**src/rtl/axi4_axi3_rd_conv_pkg.sv**
```systemverilog
package axi4_axi3_rd_conv_pkg;

    localparam int unsigned UP_LEN_W     = 8;
    localparam int unsigned DN_LEN_W     = 4;
    localparam int unsigned DN_MAX_BEATS = 16;
    localparam int unsigned RESP_W       = 2;

    typedef enum logic [0:0] {
        SPL_IDLE  = 1'b0,
        SPL_ISSUE = 1'b1
    } spl_state_e;

    // One descriptor per downstream piece, consumed by the read-data side.
    typedef struct packed {
        logic final_piece;
    } piece_desc_t;

    // Length field of the next piece, given the remaining beats minus one.
    function automatic logic [DN_LEN_W-1:0] next_piece_len(input logic [UP_LEN_W-1:0] rem);
        if (rem >= UP_LEN_W'(DN_MAX_BEATS))
            return DN_LEN_W'(DN_MAX_BEATS - 1);
        else
            return rem[DN_LEN_W-1:0];
    endfunction

    function automatic logic is_last_piece(input logic [UP_LEN_W-1:0] rem);
        return rem < UP_LEN_W'(DN_MAX_BEATS);
    endfunction

endpackage

```
**src/rtl/axi4_axi3_rd_desc_fifo.sv**
```systemverilog
module axi4_axi3_rd_desc_fifo #(
    parameter int unsigned WIDTH = 1,
    parameter int unsigned DEPTH = 4,
    localparam int unsigned PTR_W = (DEPTH > 1) ? $clog2(DEPTH) : 1,
    localparam int unsigned CNT_W = $clog2(DEPTH + 1)
) (
    input  logic             clk,
    input  logic             rst,
    input  logic             push,
    input  logic [WIDTH-1:0] wr_data,
    input  logic             pop,
    output logic [WIDTH-1:0] rd_data,
    output logic             full,
    output logic [CNT_W-1:0] count
);

    logic [WIDTH-1:0] mem [DEPTH];
    logic [PTR_W-1:0] wr_ptr;
    logic [PTR_W-1:0] rd_ptr;

    function automatic logic [PTR_W-1:0] ptr_next(input logic [PTR_W-1:0] p);
        return (p == PTR_W'(DEPTH - 1)) ? '0 : p + 1'b1;
    endfunction

    always_ff @(posedge clk) begin
        if (push)
            mem[wr_ptr] <= wr_data;
    end

    always_ff @(posedge clk) begin
        if (rst) begin
            wr_ptr <= '0;
            rd_ptr <= '0;
            count  <= '0;
        end else begin
            if (push)
                wr_ptr <= ptr_next(wr_ptr);
            if (pop)
                rd_ptr <= ptr_next(rd_ptr);
            count <= count + CNT_W'(push) - CNT_W'(pop);
        end
    end

    assign rd_data = mem[rd_ptr];
    assign full    = (count == CNT_W'(DEPTH));

endmodule

```
**src/rtl/axi4_axi3_rd_splitter.sv**
```systemverilog
module axi4_axi3_rd_splitter
    import axi4_axi3_rd_conv_pkg::*;
#(
    parameter int unsigned ADDR_W = 32,
    parameter int unsigned ID_W   = 4,
    parameter int unsigned DATA_W = 32,
    parameter int unsigned CNT_W  = 3,
    localparam int unsigned STRIDE = DN_MAX_BEATS * (DATA_W / 8)
) (
    input  logic                clk,
    input  logic                rst,
    input  logic                up_arvalid,
    output logic                up_arready,
    input  logic [ADDR_W-1:0]   up_araddr,
    input  logic [UP_LEN_W-1:0] up_arlen,
    input  logic [ID_W-1:0]     up_arid,
    output logic                dn_arvalid,
    input  logic                dn_arready,
    output logic [ADDR_W-1:0]   dn_araddr,
    output logic [DN_LEN_W-1:0] dn_arlen,
    output logic [ID_W-1:0]     dn_arid,
    input  logic                fifo_full,
    input  logic [CNT_W-1:0]    outstanding,
    output logic                push,
    output piece_desc_t         push_desc
);

    spl_state_e          state;
    logic [ADDR_W-1:0]   cur_addr;
    logic [UP_LEN_W-1:0] rem;
    logic [ID_W-1:0]     cur_id;
    logic                id_ok;
    logic                accept;

    // Different ID may only enter once nothing is in flight.
    assign id_ok      = (outstanding == '0) || (up_arid == cur_id);
    assign up_arready = (state == SPL_IDLE) && id_ok;
    assign accept     = up_arvalid && up_arready;

    assign dn_arvalid = (state == SPL_ISSUE) && !fifo_full;
    assign dn_araddr  = cur_addr;
    assign dn_arlen   = next_piece_len(rem);
    assign dn_arid    = cur_id;

    assign push                  = dn_arvalid && dn_arready;
    assign push_desc.final_piece = is_last_piece(rem);

    always_ff @(posedge clk) begin
        if (rst) begin
            state    <= SPL_IDLE;
            cur_addr <= '0;
            rem      <= '0;
            cur_id   <= '0;
        end else begin
            case (state)
                SPL_IDLE: begin
                    if (accept) begin
                        cur_addr <= up_araddr;
                        rem      <= up_arlen;
                        cur_id   <= up_arid;
                        state    <= SPL_ISSUE;
                    end
                end
                SPL_ISSUE: begin
                    if (push) begin
                        if (is_last_piece(rem)) begin
                            state <= SPL_IDLE;
                        end else begin
                            rem      <= rem - UP_LEN_W'(DN_MAX_BEATS);
                            cur_addr <= cur_addr + ADDR_W'(STRIDE);
                        end
                    end
                end
                default: state <= SPL_IDLE;
            endcase
        end
    end

endmodule

```
**src/rtl/axi4_axi3_rd_merger.sv**
```systemverilog
module axi4_axi3_rd_merger
    import axi4_axi3_rd_conv_pkg::*;
#(
    parameter int unsigned ID_W   = 4,
    parameter int unsigned DATA_W = 32
) (
    input  logic              dn_rvalid,
    output logic              dn_rready,
    input  logic [ID_W-1:0]   dn_rid,
    input  logic [DATA_W-1:0] dn_rdata,
    input  logic [RESP_W-1:0] dn_rresp,
    input  logic              dn_rlast,
    output logic              up_rvalid,
    input  logic              up_rready,
    output logic [ID_W-1:0]   up_rid,
    output logic [DATA_W-1:0] up_rdata,
    output logic [RESP_W-1:0] up_rresp,
    output logic              up_rlast,
    input  piece_desc_t       head_desc,
    output logic              pop
);

    assign up_rvalid = dn_rvalid;
    assign dn_rready = up_rready;
    assign up_rid    = dn_rid;
    assign up_rdata  = dn_rdata;
    assign up_rresp  = dn_rresp;

    // Only the closing piece of a request may end the upstream burst.
    assign up_rlast  = dn_rlast && head_desc.final_piece;
    assign pop       = dn_rvalid && up_rready && dn_rlast;

endmodule

```
**src/rtl/axi4_axi3_rd_conv.sv**
```systemverilog
module axi4_axi3_rd_conv
    import axi4_axi3_rd_conv_pkg::*;
#(
    parameter int unsigned ADDR_W     = 32,
    parameter int unsigned ID_W       = 4,
    parameter int unsigned DATA_W     = 32,
    parameter int unsigned FIFO_DEPTH = 4
) (
    input  logic              clk,
    input  logic              rst,
    input  logic              up_arvalid,
    output logic              up_arready,
    input  logic [ADDR_W-1:0] up_araddr,
    input  logic [7:0]        up_arlen,
    input  logic [ID_W-1:0]   up_arid,
    output logic              up_rvalid,
    input  logic              up_rready,
    output logic [ID_W-1:0]   up_rid,
    output logic [DATA_W-1:0] up_rdata,
    output logic [1:0]        up_rresp,
    output logic              up_rlast,
    output logic              dn_arvalid,
    input  logic              dn_arready,
    output logic [ADDR_W-1:0] dn_araddr,
    output logic [3:0]        dn_arlen,
    output logic [ID_W-1:0]   dn_arid,
    input  logic              dn_rvalid,
    output logic              dn_rready,
    input  logic [ID_W-1:0]   dn_rid,
    input  logic [DATA_W-1:0] dn_rdata,
    input  logic [1:0]        dn_rresp,
    input  logic              dn_rlast
);

    localparam int unsigned CNT_W  = $clog2(FIFO_DEPTH + 1);
    localparam int unsigned DESC_W = $bits(piece_desc_t);

    logic               push;
    logic               pop;
    logic               fifo_full;
    logic [CNT_W-1:0]   fifo_count;
    piece_desc_t        push_desc;
    piece_desc_t        head_desc;
    logic [DESC_W-1:0]  head_bits;

    axi4_axi3_rd_splitter #(
        .ADDR_W (ADDR_W),
        .ID_W   (ID_W),
        .DATA_W (DATA_W),
        .CNT_W  (CNT_W)
    ) u_splitter (
        .clk         (clk),
        .rst         (rst),
        .up_arvalid  (up_arvalid),
        .up_arready  (up_arready),
        .up_araddr   (up_araddr),
        .up_arlen    (up_arlen),
        .up_arid     (up_arid),
        .dn_arvalid  (dn_arvalid),
        .dn_arready  (dn_arready),
        .dn_araddr   (dn_araddr),
        .dn_arlen    (dn_arlen),
        .dn_arid     (dn_arid),
        .fifo_full   (fifo_full),
        .outstanding (fifo_count),
        .push        (push),
        .push_desc   (push_desc)
    );

    axi4_axi3_rd_desc_fifo #(
        .WIDTH (DESC_W),
        .DEPTH (FIFO_DEPTH)
    ) u_desc_fifo (
        .clk     (clk),
        .rst     (rst),
        .push    (push),
        .wr_data (push_desc),
        .pop     (pop),
        .rd_data (head_bits),
        .full    (fifo_full),
        .count   (fifo_count)
    );

    assign head_desc = piece_desc_t'(head_bits);

    axi4_axi3_rd_merger #(
        .ID_W   (ID_W),
        .DATA_W (DATA_W)
    ) u_merger (
        .dn_rvalid (dn_rvalid),
        .dn_rready (dn_rready),
        .dn_rid    (dn_rid),
        .dn_rdata  (dn_rdata),
        .dn_rresp  (dn_rresp),
        .dn_rlast  (dn_rlast),
        .up_rvalid (up_rvalid),
        .up_rready (up_rready),
        .up_rid    (up_rid),
        .up_rdata  (up_rdata),
        .up_rresp  (up_rresp),
        .up_rlast  (up_rlast),
        .head_desc (head_desc),
        .pop       (pop)
    );

endmodule

```
**config.mk**
```make
export PLATFORM = sky130hd
export DESIGN_NAME = axi4_axi3_rd_conv
export DESIGN_NICKNAME = d
export VERILOG_FILES = /design/src/rtl/axi4_axi3_rd_conv_pkg.sv /design/src/rtl/axi4_axi3_rd_desc_fifo.sv /design/src/rtl/axi4_axi3_rd_splitter.sv /design/src/rtl/axi4_axi3_rd_merger.sv /design/src/rtl/axi4_axi3_rd_conv.sv
export SDC_FILE = /design/constraint.sdc
export NUM_CORES = 1
export LEC_CHECK = 0
export BUFFER_PORTS_ARGS = -buffer_cell sky130_fd_sc_hd__clkbuf_2
export CAP_MARGIN = 20
export CORE_MARGIN = 5
export CORE_UTILIZATION = 46
export CTS_BUF_LIST = sky130_fd_sc_hd__clkbuf_16
export DETAILED_ROUTE_END_ITERATION = 16
export GPL_TIMING_DRIVEN = 0
export PLACE_DENSITY = 0.8
export SYNTH_ARGS = -nofsm -noshare
export SYNTH_HDL_FRONTEND = slang
export SYNTH_SLANG_ARGS = --single-unit
export TNS_END_PERCENT = 10
```
**constraint.sdc**
```tcl
create_clock -name clk -period 2.7 [get_ports clk]
set_input_delay 0.405 -clock clk [delete_from_list [all_inputs] [get_ports clk]]
set_output_delay 0.405 -clock clk [all_outputs]
set_load 0.005 [all_outputs]
```
Word-level counts from Yosys, hierarchy flattened
Memories as Yosys holds them, arrays and structs flattened. A register that Yosys moved wholly into a read port is not among the register bits.
Cells that the tools add are included.
- bits in registers: 52
- bits in writable memories: 4
- input bits: 89
- output and inout bits: 83
- word-level logic and storage cells: 55
- memories kept: 1
- memory list (name ; words ; bits a word ; read ports ; clocked after Yosys merged registers in ; wr ports ; line ; text):
    u_desc_fifo.mem ; 4 ; 1 ; 1 ; 1 ; 1 ; axi4_axi3_rd_desc_fifo.sv:17 ; logic [WIDTH-1:0] mem [DEPTH];
- add/subtract/negate cells: 6
- order comparisons: 2
- eq/ne operators: 7
- muxes and demuxes: 19
- bitwise logic cells: 1
- reduce and logical (&&, ||, !) cells: 12
- operators with widths (cell ; count):
    32-bit two-way mux ; 3
    32-bit case mux with 2 select lines ; 1
    32-bit by 7-bit adder with 32-bit output, second input constant ; 1
    8-bit two-way mux ; 3
    8-bit case mux with 2 select lines ; 1
    8-bit by 5-bit >= comparator with 1-bit output, second input constant ; 1
    8-bit by 5-bit less-than comparator with 1-bit output, second input constant ; 1
    2-bit two-way mux ; 4
    8-bit by 5-bit subtractor with 8-bit output, second input constant ; 1
    1-bit logical AND ; 7
    1-bit two-way mux ; 5
    2-bit by 1-bit adder with 2-bit output, second input constant ; 2
    2-bit == test, second input constant ; 2
    4-bit == test ; 1
    4-bit two-way mux ; 1
    2-bit by 1-bit inequality test with 1-bit output, second input constant ; 2
    3-bit by 1-bit adder with 3-bit output ; 1
    3-bit == test, second input constant ; 1
    3-bit zero test ; 1
    3-bit AND reduction ; 1
    3-bit by 1-bit subtractor with 3-bit output ; 1
    2-bit inequality test, second input constant ; 1
    1-bit case mux with 2 select lines ; 1
    2-bit AND reduction ; 1
    3 further kinds ; 3

Depth between registers and ports, before layout
Gate-level depths: netlist of the first run.
- word-level depth: 6
- gate-level depth with buffers: 12
- gate-level depth less buffers: 11

Hierarchy
A second synthesis of the first run with hierarchy kept.
- cell total of the unflattened synthesis: 427
- area total of the unflattened synthesis: 3567.2 µm²
- by module, submodules not included (module ; times used ; cells an instance ; area each (µm²) ; sequential area each (µm²)):
    axi4_axi3_rd_splitter ; 1 ; 338 ; 2658.8 ; 900.9
    axi4_axi3_rd_desc_fifo ; 1 ; 47 ; 595.6 ; 300.3
    axi4_axi3_rd_merger ; 1 ; 42 ; 312.8 ; 0.0

Least setup slack after synthesis of the first run
OpenSTA, ideal clock, no wires.
- path kind: flip-flop to flip-flop
- from: register u_splitter.state
- to: register u_desc_fifo.count[2]
- arrival: 2309 ps
- required time: 2572 ps
- path slack: 264 ps
- stages on the path, launching flop included: 13
- buffers on the path: 1
- period minus slack after synthesis: 2436 ps
- cells stage by stage: dfxtp_1 clkbuf_1 nand2_1 a21oi_1 inv_1 ha_1 inv_1 ha_1 inv_1 fa_1 xor2_1 xnor2_1 nor2_1
- word-level cells in the longest chain between the ends: 4
- ends and longest elaborated chain (what ; line ; text):
    start: declaration ; axi4_axi3_rd_splitter.sv:28 ; spl_state_e state;
    start signal: assignment ; axi4_axi3_rd_splitter.sv:50 ; state <= SPL_IDLE;
    start signal: assignment ; axi4_axi3_rd_splitter.sv:61 ; state <= SPL_ISSUE;
    start signal: assignment ; axi4_axi3_rd_splitter.sv:67 ; state <= SPL_IDLE;
    1-bit logical AND ; axi4_axi3_rd_splitter.sv:40 ; assign dn_arvalid = (state == SPL_ISSUE) && !fifo_full;
    1-bit logical AND ; axi4_axi3_rd_splitter.sv:45 ; assign push = dn_arvalid && dn_arready;
    3-bit by 1-bit adder with 3-bit output ; axi4_axi3_rd_desc_fifo.sv:40 ; count <= count + CNT_W'(push) - CNT_W'(pop);
    3-bit by 1-bit subtractor with 3-bit output ; axi4_axi3_rd_desc_fifo.sv:40 ;
    end signal: assignment ; axi4_axi3_rd_desc_fifo.sv:40 ;
    end: declaration ; axi4_axi3_rd_desc_fifo.sv:14 ; output logic [CNT_W-1:0] count
Every way passes these cells.
A chain may end at the register's enable or synchronous reset.

Worst setup path after layout of the first run
- from: register u_splitter.rem[5]
- to: register u_splitter.cur_addr[12], in the netlist u_splitter.dn_araddr[12]
- word-level cells in the longest chain between the ends: 3
- ends and longest elaborated chain (what ; line ; text):
    start: declaration ; axi4_axi3_rd_splitter.sv:30 ; logic [UP_LEN_W-1:0] rem;
    start signal: assignment ; axi4_axi3_rd_splitter.sv:59 ; rem <= up_arlen;
    start signal: assignment ; axi4_axi3_rd_splitter.sv:69 ; rem <= rem - UP_LEN_W'(DN_MAX_BEATS);
    8-bit by 5-bit less-than comparator with 1-bit output ; axi4_axi3_rd_conv_pkg.sv:27 ; return rem < UP_LEN_W'(DN_MAX_BEATS);
    2-bit inequality test (no source line) ; n/a ;
    3-bit AND reduction (no source line) ; n/a ;
    end signal: assignment ; axi4_axi3_rd_splitter.sv:58 ; cur_addr <= up_araddr;
    end signal: assignment ; axi4_axi3_rd_splitter.sv:70 ; cur_addr <= cur_addr + ADDR_W'(STRIDE);
    end: declaration ; axi4_axi3_rd_splitter.sv:29 ; logic [ADDR_W-1:0] cur_addr;
Every way passes these cells.

==> flow_summary.toml, run 1 <==
[global_route]
grt_max_degree = 11
overflow = 0
grt_pass1_vias = 3557
grtUsageTotal = 0.224
grt_antenna_before_repair = 0
grt_pass1_wl_um = 16200

[logic_synthesis]
avgSynthCellArea_sq_um = 8.23
ys.flop_type = "dfxtp_1"
postSynthCellCount = 417
ys_types = 54
synth_edf_count = 4
synth_area_sq_um = 3430
yosys_register_bits = 58
async_flop_share = 0
synth-seq-area-share = 0.350
synthesis.nets = 517
ys_warn_count = 0

[clocking]
cts_buffer_depth = 2
clkSinkCount = 58
path_clk_slew_ns = 0.05
htreeDepth = 3
insertion_delay_ns = 0.33
cts-root-buf = "clkbuf_16"
cts_buffers = 9
cts_setup_buffers = 0
cts_tree = "built"

[power_and_ir_drop]
comb_power_share = 0.333
internal-power_uw = 2350
max-vdd-ir-drop_uv = 525
power_frac_seq = 0.336
p_sw_uw = 1260
p_leak_uw = 0.00201
cellPowerDensity_nw_per_um2 = 795
switching_share = 0.350
power.share.clock = 0.331

[setup_path]
crit_chain = "inv_1 > ha_1 > or3b_1 > a22oi_1 > clkbuf_1 > o21ai_0 > a21oi_1"
cp_slowest_cell = "a22oi_1"
r2r_slack_ns = 0.19
r2r_end = "u_splitter.dn_araddr[12]"
cp.required_ns = 2.95
crit_type = "reg2reg"
r2r-start = "u_splitter.rem[5]"
endpoint_kind = "flip-flop"
cpPeakStageDelay_ns = 0.62
cp.arrival_ns = 2.76
critPathMaxFanout = 10
crit_buf_inv = 2
cp-start-kind = "flip-flop"
r2r_cells = 7
cp_top_family = "compound AO/OA/AOI/OAI gates"

[timing]
rsz0062_at_grt = "no"
hold_violations = 0
hold_ws_ns = 0.318
min_period_over_period = 0.929
relSlewSlack = 0.520
fmax_mhz = 399
final.min_clock_period_ns = 2.51
worstMarginPinSlew_ns = 0.720
setup_ws_ns = 0.193
skew_ns = 0.00695
fin_tns_setup_ns = 0
slew_violations = 0
setup-violations-final = 0

[routing]
wl_met1_um = 3930
drtIter0Drc = 218
post_drt_wl_per_cell_um = 16.0
route.met3.wl_um = 1250
finalWirelength_um = 10600
routed.top_layer = "met4"
first_pass_iters = 5
drc = 0
routed_via_density = 5.54
route.met2.wl_um = 5230
vias = 3677
antenna_left = 0

[die]
start_util = 0.473
row_count = 31
fp.dieW_um = 96.4
io_pins = 172
core_area_sq_um = 7250
dieArea_sq_um = 9290
die_h_um = 96.4

[finish]
layout_common_cells = "clkbuf_2 (134), dfxtp_1 (54), a21oi_1 (41), buf_4 (40), nor2_1 (32)"
nNetsFinal = 660
area_growth_pct = 32.3
num_antenna_cells = 0
final_common_cell = "clkbuf_2"
stdcell_area_sq_um = 4540
drive_gt1_frac = 0.358
fin_util = 0.626

[run_status]
status = "completed"

[place]
dp_slack_ns = -0.180
hpwl_um = 8020
port_buffers = 132
place_congestion = 0.896
postPlaceCellArea_sq_um = 4220

[run]
cap_viol_max_count = 0

[worst_hold_path]
hold_class = "in2reg"
hold_start = "up_arlen[2]"
worstHoldEndpoint = "u_splitter.rem[2]"
whs_path_depth = 3
## layout make-up
class	instances	area [sq um]
Tap cell	99	124
Inverter	18	67.6
Timing Repair Buffer	132	661
Fill cell	626	2710
Sequential cell	58	1200
Buffer	63	399
Clock buffer	9	225
Clock inverter	7	85.1
Multi-Input combinational cell	278	1780
## synth_stat cells, types with 8 or more instances
| cell type | n | area (sq um) |
|---|---|---|
| nor2b_1 | 11 | 68.8 |
| dfxtp_1 | 54 | 1080 |
| nand2_1 | 27 | 101 |
| o32ai_1 | 8 | 70.1 |
| a21oi_1 | 42 | 210 |
| ha_1 | 10 | 125 |
| mux2i_1 | 17 | 170 |
| nor4_1 | 8 | 50.1 |
| a211oi_1 | 10 | 75.1 |
| buf_4 | 40 | 300 |
| and2_1 | 8 | 50.1 |
| nor2_1 | 32 | 120 |
| o21ai_0 | 26 | 130 |
| inv_1 | 18 | 67.6 |
| nor3_1 | 10 | 50.1 |
| clkbuf_1 | 19 | 71.3 |
| nand3_1 | 9 | 45.0 |
## per-layer routing
layer  vias up  GRT usage
li1       1740          -
met5         -          0
met1      1682      0.257
met3        31     0.0775
met4         0     0.0806
met2       224      0.387
## power by group through the flow
stage | Sequential [uW] | Combinational, uW | Clock (uW)
detailed placement | 1220 | 1190 | 0
finish | 1210 | 1200 | 1200
floorplan | 1190 | 739 | 0
global placement | 1210 | 1160 | 0
global route | 1230 | 1340 | 1250
CTS | 1200 | 1200 | 1210
## state kept, by name (all words and copies together) (netlist names), named ones only
| signal | count |
|---|---|
| u_splitter.dn_araddr | 32 |
| u_splitter.rem | 8 |
| u_desc_fifo.mem | 4 |
| u_splitter.dn_arid | 4 |
| u_desc_fifo.count | 3 |
| u_desc_fifo.rd_ptr | 2 |
| u_desc_fifo.wr_ptr | 2 |
| u_splitter.state | 1 |
## worst min-delay path: cells and delay by family
| family | cells | cell delay, ns |
|---|---|---|
| multiplexers | 1 | 0.06 |
| buffers and inverters | 1 | 0.08 |
| AND/OR/NAND/NOR | 1 | 0.07 |
## logic make-up (layout without fill, tap and decap cells)
kind of cell / after synthesis / in the layout / synth area share
AOI/OAI and AO/OA: 109 / 109 / 0.195
buffers and inverters: 81 / 229 / 0.135
adders and majority gates: 11 / 11 / 0.0423
and+or+nand+nor: 134 / 134 / 0.206
DFF: 58 / 58 / 0.350
muxes: 18 / 18 / 0.0561
xor gates and xnor gates: 6 / 6 / 0.0153
## worst max-delay path by stage
stage / slack (ns) / cells after the start / to / start
floorplan: 0.26 / 12 / u_desc_fifo.count[2] / u_splitter.state
global placement: -0.06 / 12 / u_desc_fifo.count[2] / u_splitter.state
detailed placement: -0.18 / 12 / u_desc_fifo.count[2] / u_splitter.state
CTS: 0.01 / 6 / u_splitter.dn_araddr[30] / u_splitter.dn_araddr[6]
global route: 0.01 / 12 / u_desc_fifo.count[2] / u_splitter.state
finish: 0.19 / 7 / u_splitter.dn_araddr[12] / u_splitter.rem[5]
## stage by stage
step                power, uW  std cells
global route             3820        664
floorplan                1930        417
global placement         2370        648
finish                   3610        664
detailed placement       2410        648
CTS                      3610        664
## what timing repair did
action	in CTS	in global routing
setup endpoints to repair	1	4
pin swaps	0	0
hold buffers	0	0
resized for setup	1	5
No activity file was read; power rests on OpenSTA's default activity.
==> run 2: changes to the inputs <==
--- a/config.mk
+++ b/config.mk
@@ -5,14 +5,15 @@
 export SDC_FILE = /design/constraint.sdc
 export NUM_CORES = 1
 export LEC_CHECK = 0
+export ABC_AREA = 1
 export BUFFER_PORTS_ARGS = -buffer_cell sky130_fd_sc_hd__clkbuf_2
-export CAP_MARGIN = 20
+export CAP_MARGIN = 25
 export CORE_MARGIN = 5
-export CORE_UTILIZATION = 46
+export CORE_UTILIZATION = 48
 export CTS_BUF_LIST = sky130_fd_sc_hd__clkbuf_16
 export DETAILED_ROUTE_END_ITERATION = 16
 export GPL_TIMING_DRIVEN = 0
-export PLACE_DENSITY = 0.8
+export PLACE_DENSITY = 0.82
 export SYNTH_ARGS = -nofsm -noshare
 export SYNTH_HDL_FRONTEND = slang
 export SYNTH_SLANG_ARGS = --single-unit
==> run 2 against run 1 <==
  * Sequential power rose by 4%
  * Via count increased by 11%
  * Cell count rose by 25%
  * Worst hold slack improved by 0.0095 ns
  * Wire length rose by 6.0%
  * Die area increased by 4.3%
  * Critical path type unchanged
==> flow_summary.toml, run 2 <==
[timing]
setup-violations-final = 0
worstMarginPinSlew_ns = 0.583
final.min_clock_period_ns = 2.45
skew_ns = 0.00840
relSlewSlack = 0.611
rsz0062_at_grt = "no"
min_period_over_period = 0.909
hold_violations = 0
slew_violations = 0
setup_ws_ns = 0.247
fin_tns_setup_ns = 0
fmax_mhz = 408

[finish]
layout_common_cells = "nand2_1 (136), clkbuf_2 (133), nor2_1 (87), inv_1 (61), dfxtp_1 (54)"
final_common_cell = "nand2_1"
n_fill_cell = 757
drive_gt1_frac = 0.304
seq_area_sq_um = 1200
nNetsFinal = 821
area_growth_pct = 28.8
largest_reg_flops = 32
multi_input_area_sq_um = 1910
num_antenna_cells = 0

[place]
hpwl_um = 8700
place_congestion = 0.894
dp_slack_ns = 0.280
port_buffers = 133

[clocking]
insertion_delay_ns = 0.33
cts_buffers = 9
cts_tree = "built"
htreeDepth = 3
cts_setup_buffers = 0
cts-root-buf = "clkbuf_16"
path_clk_slew_ns = 0.06
cts_buffer_depth = 2
clkSinkCount = 58

[logic_synthesis]
ys_types = 37
avgSynthCellArea_sq_um = 6.50
synth.most_common_cell = "nand2_1"
postSynthCellCount = 577
yosys_register_bits = 58
ys_warn_count = 0
synth-seq-area-share = 0.320
synthesis.nets = 677
synth_area_sq_um = 3750
ys.flop_type = "dfxtp_1"
synthTopCellsByArea = "dfxtp_1 (29%), nand2_1 (14%), buf_4 (9.2%)"
synth_edf_count = 4
synth_top_area_frac = 0.288
synth_largest_area_cell = "dfxtp_1"
yosys-top-cells-count = "nand2_1 (137), nor2_1 (87), inv_1 (60), dfxtp_1 (54), nand3_1 (47)"
async_flop_share = 0

[worst_hold_path]
whs_path_depth = 2
hold_class = "in2reg"
worstHoldEndpoint = "u_splitter.dn_araddr[25]"
hold_start = "rst"

[setup_path]
r2r_cells = 11
r2r_end = "u_desc_fifo.count[2]"
crit_type = "reg2reg"
cp.arrival_ns = 2.66
cp_top_family = "adder cells"
cp-startpoint = "u_desc_fifo.count[1]"
cp.required_ns = 2.90
cp_slowest_cell = "dfxtp_1"
r2r_slack_ns = 0.25
crit_buf_inv = 3
crit_path_frequent_cell = "inv_1"
r2r-start = "u_desc_fifo.count[1]"
endpoint_kind = "flip-flop"
cpPeakStageDelay_ns = 0.42
critPathMaxFanout = 10
crit_chain = "inv_1 > a31oi_4 > nand2_2 > ha_1 > inv_1 > ha_1 > inv_1 > fa_1 > xor2_1 > o21ai_0 > a21oi_1"
cp-start-kind = "flip-flop"

[power_and_ir_drop]
power_frac_seq = 0.348
switching_share = 0.368
comb_power_share = 0.347
p_leak_uw = 0.00236
power.share.clock = 0.306
p_sw_uw = 1340
max-vdd-ir-drop_uv = 418
internal-power_uw = 2290
cellPowerDensity_nw_per_um2 = 751

[routing]
post_drt_wl_per_cell_um = 13.6
antenna_left = 0
drc = 0
routed_via_density = 4.93
finalWirelength_um = 11300
first_pass_iters = 5
vias = 4085
drtIter0Drc = 205

[global_route]
overflow = 0
grt_antenna_before_repair = 0
grtUsageTotal = 0.226
grt_pass1_wl_um = 17900
grt_pass1_vias = 3774
grt_max_degree = 11

[die]
row_count = 32
dieArea_sq_um = 9690
fp.dieW_um = 98.4
start_util = 0.488
io_pins = 172
die_h_um = 98.4
core_area_sq_um = 7690

[run_status]
status = "completed"

[run]
cap_viol_max_count = 0
-- run 2: cell count changes after synthesis, sizes merged, moves of 9 or more --
cell | before | now
nor2b | 11 | 0
nor2 | 32 | 90
nand2 | 28 | 138
or2 | 2 | 11
clkbuf | 19 | 8
a211oi | 10 | 1
nand3 | 9 | 49
inv | 18 | 62
o21ai | 26 | 43
mux2i | 17 | 0
-- run 2: worst max-delay path by stage --
stage                            to  depth (start not counted)
6_report       u_desc_fifo.count[2]                         11
5_1_grt        u_desc_fifo.count[2]                         11
4_1_cts        u_desc_fifo.count[2]                         11
3_5_place_dp   u_desc_fifo.count[2]                         12
3_3_place_gp   u_desc_fifo.count[2]                         12
2_1_floorplan  u_desc_fifo.count[2]                         11
-- run 2: power groups by stage --
| stage | registers [uW] | clock network, uW | logic, uW |
|---|---|---|---|
| after floorplan | 1230 | 0 | 805 |
| after global placement | 1260 | 0 | 1220 |
| after detailed placement | 1270 | 0 | 1260 |
| after CTS | 1260 | 1120 | 1260 |
| after global routing | 1290 | 1160 | 1420 |
| final | 1260 | 1110 | 1260 |
-- run 2: area by class of cell --
cell class / count / area share
multi-input combinational: 397 / 0.394
inverter: 62 / 0.0487
tap: 102 / 0.0264
buffer: 60 / 0.0851
clock buffer: 9 / 0.0466
clock inverter: 7 / 0.0127
sequential: 58 / 0.248
timing repair buffer: 133 / 0.138
-- run 2: kinds of logic after synthesis --
group,count (synthesis),synth area share
flip-flops,58,0.320
XOR/XNOR,4,0.00934
AND/OR/NAND/NOR,295,0.333
adder cells (fa/ha/maj),11,0.0387
AO/OA/AOI/OAI,87,0.126
buffers and inverters,122,0.172
-- run 2: timing repair --
action,CTS,global route
hold buffers,0,0
resized for setup,0,1
endpoints found under the setup margin,0,1
-- run 2: worst register-to-register path: stages, from the launching register on --
cell	delay (ns)
dfxtp_1	0.42
inv_1	0.11
a31oi_4	0.24
nand2_2	0.18
ha_1	0.32
inv_1	0.06
ha_1	0.13
inv_1	0.05
fa_1	0.39
xor2_1	0.17
o21ai_0	0.19
a21oi_1	0.06
-- run 2: routing by layer --
layer | global-route usage | vias to the layer above | part of all wire
met1 | 0.290 | 1782 | 0.43
met4 | 0.0725 | 0 | 0.018
met5 | 0 | - | 0
li1 | - | 2082 | -
met2 | 0.370 | 201 | 0.46
met3 | 0.0602 | 20 | 0.094
-- run 2: through the flow --
step	util	hold slack (ns)	power [uW]	std cells	cell area, sq um
2_1_floorplan	-	0.440	2030	577	3750
3_3_place_gp	0.591	0.432	2480	812	4550
3_5_place_dp	0.591	0.441	2530	812	4550
4_1_cts	0.629	0.324	3640	828	4830
5_1_grt	0.629	0.337	3870	828	4830
6_report	0.629	0.328	3630	828	4830
